$ cat config.mk
export PLATFORM = sky130hd
export DESIGN_NAME = bpe_encoder
export DESIGN_NICKNAME = d
export VERILOG_FILES = /design/src/rtl/bpe_pkg.sv /design/src/rtl/bpe_timer.sv /design/src/rtl/bpe_framer.sv /design/src/rtl/bpe_line.sv /design/src/rtl/bpe_encoder.sv
export SDC_FILE = /design/constraint.sdc
export NUM_CORES = 1
export LEC_CHECK = 0
export ABC_AREA = 1
export CORE_ASPECT_RATIO = 1.4
export CORE_UTILIZATION = 60
export CTS_CLUSTER_SIZE = 8
export DETAILED_ROUTE_END_ITERATION = 8
export PLACE_DENSITY = 0.82
export SLEW_MARGIN = 20
export SYNTH_ARGS = -nofsm -noshare
export SYNTH_HDL_FRONTEND = slang
export SYNTH_SLANG_ARGS = --single-unit
$ cat constraint.sdc
create_clock -name clk -period 4.6 [get_ports clk]
set_clock_uncertainty 0.15 [all_clocks]
set_input_delay 0.92 -clock clk [delete_from_list [all_inputs] [get_ports clk]]
set_output_delay 0.92 -clock clk [all_outputs]
set_load 0.02 [all_outputs]
$ cat src/rtl/bpe_pkg.sv
package bpe_pkg;
    typedef enum logic [1:0] {
        PH_IDLE = 2'd0,
        PH_PEND = 2'd1,
        PH_SEND = 2'd2
    } phase_e;
endpackage

$ cat src/rtl/bpe_timer.sv
module bpe_timer #(
    parameter int BIT_CYCLES  = 666,
    parameter int HALF_CYCLES = BIT_CYCLES / 2
) (
    input  logic clk,
    input  logic rst_n,
    output logic bit_end,
    output logic mid_pt
);
    localparam int CW = $clog2(BIT_CYCLES);
    localparam logic [CW-1:0] LAST = CW'(BIT_CYCLES - 1);
    localparam logic [CW-1:0] MID  = CW'(HALF_CYCLES);

    typedef struct packed {
        logic [CW-1:0] cnt;
    } tm_s;

    tm_s tm_d, tm_q;

    always_comb begin
        tm_d = tm_q;
        if (tm_q.cnt == '0) tm_d.cnt = LAST;
        else                tm_d.cnt = tm_q.cnt - 1'b1;
    end

    always_ff @(posedge clk or negedge rst_n) begin
        if (!rst_n) tm_q <= '{cnt: LAST};
        else        tm_q <= tm_d;
    end

    assign bit_end = (tm_q.cnt == '0);
    assign mid_pt  = (tm_q.cnt == MID);

    // a boundary is followed by a full period, never by another boundary
    p_reload_r2: assert property (@(posedge clk) disable iff (!rst_n)
        bit_end |=> (tm_q.cnt == LAST));
    p_single_end_r2: assert property (@(posedge clk) disable iff (!rst_n)
        bit_end |=> !bit_end);
endmodule

$ cat src/rtl/bpe_framer.sv
module bpe_framer
    import bpe_pkg::*;
#(
    parameter int DATA_W = 8
) (
    input  logic              clk,
    input  logic              rst_n,
    input  logic              bit_end,
    input  logic [DATA_W-1:0] data_in,
    input  logic              data_ready,
    output logic              busy,
    output logic              cur_bit
);
    localparam int FRAME_W = DATA_W + 2;
    localparam int IW      = $clog2(FRAME_W);
    localparam logic [IW-1:0] LEFT_INIT = IW'(FRAME_W - 1);

    typedef struct packed {
        phase_e             ph;
        logic [FRAME_W-1:0] sh;
        logic [IW-1:0]      left;
        logic               cur;
    } fr_s;

    fr_s fr_d, fr_q;

    always_comb begin
        fr_d = fr_q;
        unique case (fr_q.ph)
            PH_IDLE: begin
                if (data_ready) begin
                    fr_d.sh = {1'b1, data_in, 1'b0};
                    fr_d.ph = PH_PEND;
                end
            end
            PH_PEND: begin
                if (bit_end) begin
                    fr_d.cur  = fr_q.sh[0];
                    fr_d.sh   = fr_q.sh >> 1;
                    fr_d.left = LEFT_INIT;
                    fr_d.ph   = PH_SEND;
                end
            end
            PH_SEND: begin
                if (bit_end) begin
                    if (fr_q.left != '0) begin
                        fr_d.cur  = fr_q.sh[0];
                        fr_d.sh   = fr_q.sh >> 1;
                        fr_d.left = fr_q.left - 1'b1;
                    end else begin
                        fr_d.cur = 1'b1;
                        fr_d.ph  = PH_IDLE;
                    end
                end
            end
            default: fr_d.ph = PH_IDLE;
        endcase
    end

    always_ff @(posedge clk or negedge rst_n) begin
        if (!rst_n) fr_q <= '{ph: PH_IDLE, sh: '1, left: '0, cur: 1'b1};
        else        fr_q <= fr_d;
    end

    assign busy    = (fr_q.ph != PH_IDLE);
    assign cur_bit = fr_q.cur;

    // a pending character always opens with a 0 start bit
    p_start_zero_r4: assert property (@(posedge clk) disable iff (!rst_n)
        (fr_q.ph == PH_PEND && bit_end) |=> (cur_bit == 1'b0));
    // the last bit before returning to idle is the 1 stop bit
    p_stop_one_r4: assert property (@(posedge clk) disable iff (!rst_n)
        (fr_q.ph == PH_SEND && fr_q.left == '0) |-> (cur_bit == 1'b1));
endmodule

$ cat src/rtl/bpe_line.sv
module bpe_line (
    input  logic clk,
    input  logic rst_n,
    input  logic bit_end,
    input  logic mid_pt,
    input  logic cur_bit,
    output logic line_o
);
    typedef struct packed {
        logic line;
    } ln_s;

    ln_s ln_d, ln_q;
    logic flip;

    always_comb begin
        ln_d = ln_q;
        flip = bit_end | (mid_pt & ~cur_bit);
        if (flip) ln_d.line = ~ln_q.line;
    end

    always_ff @(posedge clk or negedge rst_n) begin
        if (!rst_n) ln_q <= '{line: 1'b1};
        else        ln_q <= ln_d;
    end

    assign line_o = ln_q.line;

    // every bit boundary inverts the line
    p_edge_r2: assert property (@(posedge clk) disable iff (!rst_n)
        bit_end |=> (line_o != $past(line_o)));
    // a 0 bit inverts the line at its midpoint
    p_mid_toggle_r3: assert property (@(posedge clk) disable iff (!rst_n)
        (mid_pt && !cur_bit) |=> (line_o != $past(line_o)));
    // a 1 bit keeps its level away from the boundary
    p_mark_hold_r2: assert property (@(posedge clk) disable iff (!rst_n)
        (!bit_end && cur_bit) |=> $stable(line_o));
endmodule

$ cat src/rtl/bpe_encoder.sv
module bpe_encoder #(
    parameter int DATA_W      = 8,
    parameter int BIT_CYCLES  = 666,
    parameter int HALF_CYCLES = BIT_CYCLES / 2
) (
    input  logic              clk,
    input  logic              rst_n,
    input  logic [DATA_W-1:0] data_in,
    input  logic              data_ready,
    output logic              busy_out,
    output logic              line_out,
    output logic              nrz_out
);
    logic bit_end;
    logic mid_pt;
    logic cur_bit;

    bpe_timer #(
        .BIT_CYCLES (BIT_CYCLES),
        .HALF_CYCLES(HALF_CYCLES)
    ) i_timer (
        .clk    (clk),
        .rst_n  (rst_n),
        .bit_end(bit_end),
        .mid_pt (mid_pt)
    );

    bpe_framer #(
        .DATA_W(DATA_W)
    ) i_framer (
        .clk       (clk),
        .rst_n     (rst_n),
        .bit_end   (bit_end),
        .data_in   (data_in),
        .data_ready(data_ready),
        .busy      (busy_out),
        .cur_bit   (cur_bit)
    );

    bpe_line i_line (
        .clk    (clk),
        .rst_n  (rst_n),
        .bit_end(bit_end),
        .mid_pt (mid_pt),
        .cur_bit(cur_bit),
        .line_o (line_out)
    );

    assign nrz_out = cur_bit;

    // busy only rises after a byte was offered
    p_busy_rise_r5: assert property (@(posedge clk) disable iff (!rst_n)
        $rose(busy_out) |-> $past(data_ready));
    // busy only falls at a bit boundary
    p_busy_fall_r7: assert property (@(posedge clk) disable iff (!rst_n)
        $fell(busy_out) |-> $past(bit_end));
    // the NRZ copy is steady inside a bit
    p_nrz_hold_r8: assert property (@(posedge clk) disable iff (!rst_n)
        !bit_end |=> $stable(nrz_out));
    // idle marking on the NRZ copy
    p_idle_mark_r8: assert property (@(posedge clk) disable iff (!rst_n)
        !busy_out |-> nrz_out);
endmodule

* Yosys cells after proc, flatten, opt, wreduce, memory -nomap -nowiden
Cells that the tools add are included.
Widths: inputs -> output; s select.
** Word-level totals
- Bits in writable memories :: 0
- Memories kept :: 0
- Memory bits (read-only) :: 0
- Register bits after elaboration :: 28
- Latch bits :: 0
- Input bits :: 11
** Operators by class
- Reductions and logical operators :: 10
- $add $sub $neg :: 2
- $lt $le $gt $ge :: 0
- Muxes and demuxes :: 10
- $mul :: 0
- Div/mod/pow operators :: 0
- Bitwise operators :: 4
- Shift operators :: 0
- Equality and inequality tests :: 8
** Operators with widths (number)
- $mux 17 :: 2
- $pmux 10 s3 :: 1
- $mux 14 :: 1
- $mux 12 :: 1
- $eq 10x9->1 const B :: 1
- $logic_not 10->1 :: 1
- $mux 10 :: 1
- $pmux 5 s2 :: 1
- $sub 10x1->10 const B :: 1
- $reduce_and 4->1 :: 2
- $ne 2x1->1 const B :: 3
- $pmux 2 s3 :: 1
- $reduce_and 5->1 :: 1
- $ne 2x2->1 const B :: 2
- $reduce_bool 2->1 :: 2
- $reduce_bool 4->1 :: 1
- $sub 4x1->4 const B :: 1
- $reduce_and 3->1 :: 1
- $reduce_bool 3->1 :: 1
- $eq 2x1->1 const B :: 1
- $eq 2x2->1 const B :: 1
- $logic_not 2->1 :: 1
- $mux 2 :: 1
- $not 1->1 :: 2
- 3 further kinds :: 3

* Longest topological paths before layout
Gate-level depths: netlist of the first run.
- Depth in word-level cells :: 4
- Depth in mapped cells :: 11
- Depth with buffers taken out :: 10

* Hierarchy
Synthesis of the first run repeated with hierarchy kept, for this count alone.
** Unflattened totals
- Cell total of the unflattened synthesis :: 209
- Area, all modules :: 1661.6 µm²
** By module, submodules not included
- bpe_framer :: area an instance 1033.5 µm², times used 1, cells an instance 133
- bpe_timer :: area an instance 568.0 µm², times used 1, cells an instance 67
- bpe_line :: area an instance 60.1 µm², times used 1, cells an instance 9

* Worst setup path after synthesis of the first run
Ideal clock, no wire load.
- Kind :: reg2out
- Start :: register i_framer.fr_q[15] (netlist bit)
- End :: output port busy_out
- Data required time :: 3.530 ns
- Slack :: 2.750 ns
- Cell stages (with the launch flop) :: 4
- Buffers on the path :: 0
- Arrival :: 0.780 ns
- Cell sequence :: dfrtp_1 inv_1 ha_1 inv_1
** On the way
- Cells in the longest elaborated chain, start to end :: 1
** RTL lines
- start: declaration :: line bpe_framer.sv:25 : fr_s fr_d, fr_q;
- start signal: assignment :: line bpe_framer.sv:61 : if (!rst_n) fr_q <= '{ph: PH_IDLE, sh: '1, left: '0, cur: 1'b1};
- start signal: assignment :: line bpe_framer.sv:62 : else fr_q <= fr_d;
- $reduce_bool 2->1 :: line bpe_framer.sv:65 : assign busy = (fr_q.ph != PH_IDLE);
- end: declaration :: line bpe_encoder.sv:10 : output logic busy_out,
Every way passes these cells.

* Final worst setup path of the first run
Ends and elaborated chain as after synthesis.

==> run metrics, run 1 <==
result of the run completed; width of the chip 45.8 microns; final estimated routing congestion in global placement 0.862; number of buffers on the longest clock path 2; pin count of the biggest net entering global routing 23; final antenna diode count 0; number of nets produced by synthesis 224; combined flip-flop and latch cell area 722 sq um; startpoint types flop; initial core utilization 65.2%; static leakage 0.934 nW; Initial DRT Pass Iterations 4; Cells after Synth 204; average footprint of a synthesized cell 7.89 sq um; Routed WL 3.02 mm; worst hold-check path type flop to flop; clock transition at the registers of the reported paths 150 ps; fillers 202; internal cell power 0.560 mW; most used flip-flop cell after synthesis sky130_fd_sc_hd__dfstp_2; startpoint of the most critical hold path i_framer.fr_q[10]; most frequent cell on the critical path sky130_fd_sc_hd__inv_1; via count normalized by instance count 5.25; Clock Power Share 16.9%; 1st-iter DRT viols 46; critical path class flop to output pin; cell total after placement 249; final std cells w/o fill 253; total of cells resized after clock tree synthesis 0; worst hold-check slack 322 ps; Max Fclk 362 MHz; crit-path leading delay family buffers and inverters; count of maximum capacitance violations 0; Pwr Density 512 nW/um^2; library cell used as clock root buffer sky130_fd_sc_hd__clkbuf_4; unrepaired setup endpoints after global routing false; die area 2900 sq um; hold-fix buffer count after cts 0; count of warnings emitted by yosys 0; Final HPWL DP 2.31 mm; Final Instance Area 1820 sq um; sequential element share of the synthesized area 44.8%; number of cell rows 21; CTS tree built; overall fraction of global-route tracks in use 24.1%; cells along the critical path inv_1, ha_1, inv_1, clkdlybuf4s50_1; highest cell delay on the worst timing path 600 ps; height of the chip 63.3 microns; latest clock arrival within the worst-skew pair 320 ps; Max FO, Critical Path 4; shortest period the worst path allows 2760 ps; flip-flop and latch count after synthesis 28; boundary pin count 14; post-synth top area cell sky130_fd_sc_hd__dfstp_2; library cells used by synthesis 28; Pins Over Slew Limit 0; top cells by area, synth sky130_fd_sc_hd__dfstp_2 (28%), sky130_fd_sc_hd__dfrtp_1 (17%), sky130_fd_sc_hd__nand2_1 (16%); global-route wire length before repair 5.26 mm; data arrival time at the worst-slack endpoint 1690 ps; most common cell in the netlist sky130_fd_sc_hd__nand2_1; kind of capture point of the worst setup path output pin; final hold violation count 0; Final Cycle Share 60.0%; Crit-path slowest cell sky130_fd_sc_hd__clkdlybuf4s50_1; detailed-route via count 1,327; async set-or-reset flop fraction in the synthesized netlist 100%; peak supply drop 0.445 mV; number of buffers added by the clock tree synthesis step 3; initial antenna violation count 0; combinational cell fraction of total power 44.0%; Setup Viol. Count Final 0; combined area of the multi-input logic cells 776 sq um; total grt overflow 0; standard cell area after detailed placement 1770 sq um; Final nets 240; layout overhead on the synthesized area 13.1%; worst path bufs/invs 3; sum of negative setup slack 0 ps; fraction of final layout cells sized beyond drive strength 1 16.9%; total core area 2470 sq um; relative max-transition margin 70.6%; count of flip-flops with a built-in enable after synthesis 0; worst setup path start i_framer.fr_q[15]; DR WL/cell 11.9 microns; number of antenna-violating nets in the routed design 0; number of setup buffers added after CTS 0; sw frac 39.9%; Netlist Area Pre-Place 1610 sq um; sequential cell fraction of total power 39.1%; transition time at the pin with the least slew margin 438 ps; area share of the largest cell type after synthesis 27.7%; power spent charging and discharging nets 0.373 mW; via count of the first global-routing pass 1,312; Port Buffer Count 13; Commonest cells post-synth sky130_fd_sc_hd__nand2_1 (70), sky130_fd_sc_hd__inv_1 (23), sky130_fd_sc_hd__nand3_1 (18); clock tree sinks 28; total DRC errors in the routed layout 0; Max H-tree Level 1; power consumption 0.933 mW; R2R Path Start i_timer.tm_q[0]; CP required 3530 ps
power groups by stage:
stage / registers [mW] / logic [mW] / clock network [mW]
finish: 0.365 / 0.410 / 0.158
global route: 0.369 / 0.470 / 0.171
CTS: 0.363 / 0.411 / 0.164
detailed placement: 0.367 / 0.411 / 0
global placement: 0.364 / 0.392 / 0
floorplan: 0.364 / 0.334 / 0
worst register-to-register path, delay by kind of cell (launching register included):
family,cells,cell delay [ps]
AND/OR/NAND/NOR,6,790
AO/OA/AOI/OAI,1,70
buffers and inverters,1,80
flip-flops,1,580
adder cells (fa/ha/maj),1,250
per-stage QoR:
| stage | util [%] | setup WS, ps |
|---|---|---|
| after CTS | 73.7 | 1820 |
| after floorplan | - | 2750 |
| after global placement | 71.6 | 2240 |
| after global routing | 73.7 | 1750 |
| after detailed placement | 71.6 | 2200 |
| final | 73.7 | 1840 |
registers in the layout (all words and copies together), names as in the netlist:
register	cells
i_timer.tm_q	10
i_line.line_o	1
i_framer.fr_q	16
i_framer.cur_bit	1
cells in the final DEF (no fill, tap or decap), drive strengths merged, types with 3 or more instances in the layout:
master and n:
a21oi 4, clkbuf 3, clkdlybuf4s50 13, dfrtp 11
dfstp 17, ha 9, inv 24, nand2 75
nand3 18, nor2 18, nor3 4, o21ai 10
layout make-up:
cell class | count | share of cell area [%]
clock inverters | 1 | 1.65
inverters | 24 | 4.95
well taps | 34 | 2.34
multi-input cells | 149 | 42.6
repair buffers | 14 | 7.56
flip-flops and latches | 28 | 39.7
clock buffers | 3 | 1.24
routing by layer:
metal	vias to the layer above	track usage, %	wire length (microns)
li1	677	-	-
met1	627	27.3	1270
met2	19	45.9	1660
met3	4	1.72	60
met4	0	5.88	31
met5	-	0	0
cells by family after synthesis:
kind of cell / count (synthesis) / share of synthesized area, %
DFF: 28 / 44.8
and+or+nand+nor: 122 / 34.3
xor gates and xnor gates: 1 / 0.544
buffers and inverters: 27 / 6.99
adders and majority gates: 9 / 6.99
AOI/OAI and AO/OA: 17 / 6.37
path summary, 6_finish.rpt:
path / to / slack, ps / cells past startpoint
worst min register to register: i_framer.fr_q[10] / 320 / 2
min in group asynchronous: i_framer.fr_q[2] / 690 / 1
worst max-delay path: busy_out / 1840 / 4
worst min-delay path: i_framer.fr_q[10] / 320 / 2
max in group asynchronous: i_framer.fr_q[8] / 2970 / 2
worst max register to register: i_framer.fr_q[14] / 2630 / 9
Power figures use the tool's default switching activity.
==> run 2: changes to the inputs <==
Settings changed: CORE_UTILIZATION 60 to 57, PLACE_DENSITY 0.82 to 0.79.
Clock period 4.6 ns to 2.6 ns, I/O delays scaled along.
==> run 2 against run 1 <==
Net effect:
- register-to-register slack got worse by 1900 ps
- clock power increased by 18%
- critical endpoint unchanged
- global-route usage decreased by 2.1 points
- sequential power increased by 77%
- routed wire length decreased by 7.1%
- clock-buffer cell count increased by 1
- combinational power increased by 73%
- hold slack improved by 5.1 ps
- core utilization decreased by 5.7 points
- sequential share of layout area increased by 0.52 points
- design area decreased by 1.3%
- critical path depth unchanged
==> run metrics, run 2 (synthesized netlist as in run 1, its figures left out) <==
fraction of final layout cells sized beyond drive strength 1 16.4% (-0.46 points); Final Cycle Share 92.6%; sequential cell fraction of total power 41.9% (+2.8 points); layout overhead on the synthesized area 11.6%; combinational cell fraction of total power 46.0% (+2.0 points); reg2reg end i_framer.fr_q[14]; CP required 1930 ps (-1600 ps); pin count of the biggest net entering global routing 29 (+26%); Largest Register i_framer.fr_q; total of cells resized after clock tree synthesis 0 (unchanged); number of buffers on the longest clock path 2 (unchanged); Max H-tree Level 1 (unchanged); relative max-transition margin 71.8% (+1.2 points); DR WL/cell 11.0 microns (-7.8%); Pwr Density 858 nW/um^2 (+67%); setup slack on the worst flop-to-flop path 690 ps (-1940 ps); sw frac 41.9% (+2.0 points); Final Instance Area 1800 sq um (-1.3%); total DRC errors in the routed layout 0 (unchanged); final antenna diode count 0 (unchanged); via count normalized by instance count 5.04 (-3.9%); Max Fclk 415 MHz; final std cells w/o fill 255 (+0.79%); height of the chip 64.9 microns (+2.5%); number of antenna-violating nets in the routed design 0 (unchanged); fillers 231 (+14%); largest registers ranked by flip-flop count i_framer.fr_q x16, i_timer.tm_q x10; number of cells on the worst reg-to-reg path 7 (-2); number of buffers added by the clock tree synthesis step 3 (unchanged); terminating pin of the worst hold path i_framer.fr_q[6]; startpoint types flop; final estimated routing congestion in global placement 0.763 (-12%); leading cell type in the layout, fill and taps excluded sky130_fd_sc_hd__nand2_1; Final nets 240 (unchanged); boundary pin count 14 (unchanged); sum of negative setup slack 0 ps (unchanged); global-route wire length before repair 4.93 mm (-6.3%); Clock Power Share 12.1% (-4.8 points); internal cell power 0.895 mW (+60%); shortest period the worst path allows 2410 ps; kind of capture point of the worst setup path output pin; initial antenna violation count 0 (unchanged); count of maximum capacitance violations 0 (unchanged); flip-flop count of the largest register, all copies and words added 16 (unchanged); 1st-iter DRT viols 23 (-50%); die area 3040 sq um (+5.1%); Pins Over Slew Limit 0 (unchanged); unrepaired setup endpoints after global routing false; transition time at the pin with the least slew margin 422 ps (-16.0 ps); Max FO, Critical Path 4 (unchanged); total grt overflow 0 (unchanged); worst hold-check slack 327 ps (+5.08 ps); data arrival time at the worst-slack endpoint 1740 ps (+50 ps); Port Buffer Count 13 (unchanged); combined area of the multi-input logic cells 776 sq um (unchanged); Final HPWL DP 2.11 mm (-8.5%); final hold violation count 0 (unchanged); number of setup buffers added after CTS 0 (unchanged); static leakage 0.921 nW (-1.4%); startpoint of the most critical hold path i_framer.fr_q[6]; detailed-route via count 1,285 (-3.2%); hold-fix buffer count after cts 0 (unchanged); width of the chip 46.9 microns (+2.5%); worst hold-check path type flop to flop; standard cell area after detailed placement 1770 sq um (+0.14%); R2R Path Start i_framer.fr_q[15]; power spent charging and discharging nets 0.646 mW (+74%); Setup Viol. Count Final 0 (unchanged); Routed WL 2.81 mm (-7.1%); via count of the first global-routing pass 1,224 (-6.7%); library cell used as clock root buffer sky130_fd_sc_hd__clkbuf_4; overall fraction of global-route tracks in use 22.1% (-2.1 points); most used cells in the layout excluding fill and tap cells sky130_fd_sc_hd__nand2_1 (70), sky130_fd_sc_hd__inv_1 (23), sky130_fd_sc_hd__nand3_1 (18), sky130_fd_sc_hd__dfstp_2 (17); clock transition at the registers of the reported paths 150 ps (about the same); total core area 2640 sq um (+7.0%); Initial DRT Pass Iterations 4 (unchanged); peak supply drop 0.720 mV (+62%); initial core utilization 60.9% (-4.3 points); number of cell rows 22 (+4.8%); Hold Crit Depth 2 (unchanged); clock tree sinks 28 (unchanged); CTS tree built; latest clock arrival within the worst-skew pair 330 ps (about the same); cell total after placement 251 (+0.80%); combined flip-flop and latch cell area 722 sq um (unchanged); result of the run completed; critical path class flop to output pin
run 2: power groups by stage:
stage | Sequential [mW] | Combinational [mW] | Clock, mW
detailed placement | 0.652 | 0.714 | 0
CTS | 0.646 | 0.720 | 0.197
finish | 0.646 | 0.709 | 0.186
global placement | 0.645 | 0.698 | 0
global route | 0.656 | 0.818 | 0.209
floorplan | 0.644 | 0.590 | 0
run 2: worst max path at each step:
stage                                    to  cells after the start         startpoint  slack, ps
final                              busy_out                      4  i_framer.fr_q[15]        190
after detailed placement           busy_out                      4  i_framer.fr_q[15]        590
after floorplan           i_framer.fr_q[15]                      9    i_timer.tm_q[0]        920
after global placement             busy_out                      4  i_framer.fr_q[15]        630
after CTS                          busy_out                      4  i_framer.fr_q[15]        170
after global routing               busy_out                      4  i_framer.fr_q[15]         90
run 2: per-stage QoR:
stage / worst slack [ps] / power, mW / util (%)
6_report: 191 / 1.54 / 68.0
5_1_grt: 87.7 / 1.68 / 68.0
4_1_cts: 171 / 1.56 / 68.0
3_5_place_dp: 586 / 1.37 / 67.0
3_3_place_gp: 627 / 1.34 / 67.0
2_1_floorplan: 922 / 1.23 / -
run 2: critical path, cell delays in order (launching register included):
cell	delay, ps
sky130_fd_sc_hd__dfrtp_1	430
sky130_fd_sc_hd__inv_1	100
sky130_fd_sc_hd__ha_1	210
sky130_fd_sc_hd__inv_1	70
sky130_fd_sc_hd__clkdlybuf4s50_1	590
run 2: cell type report:
cell class,instances,area share [%]
Clock buffer,4,1.46
Inverter,24,5.01
Multi-Input combinational cell,149,43.2
Sequential cell,28,40.2
Tap cell,36,2.51
Timing Repair Buffer,14,7.66
run 2: metal layers:
layer	global-route usage (%)	up-vias	wire (microns)
li1	-	677	-
met1	25.3	594	1230
met2	39.9	10	1480
met3	2.51	4	53
met4	7.50	0	40
met5	0	-	0
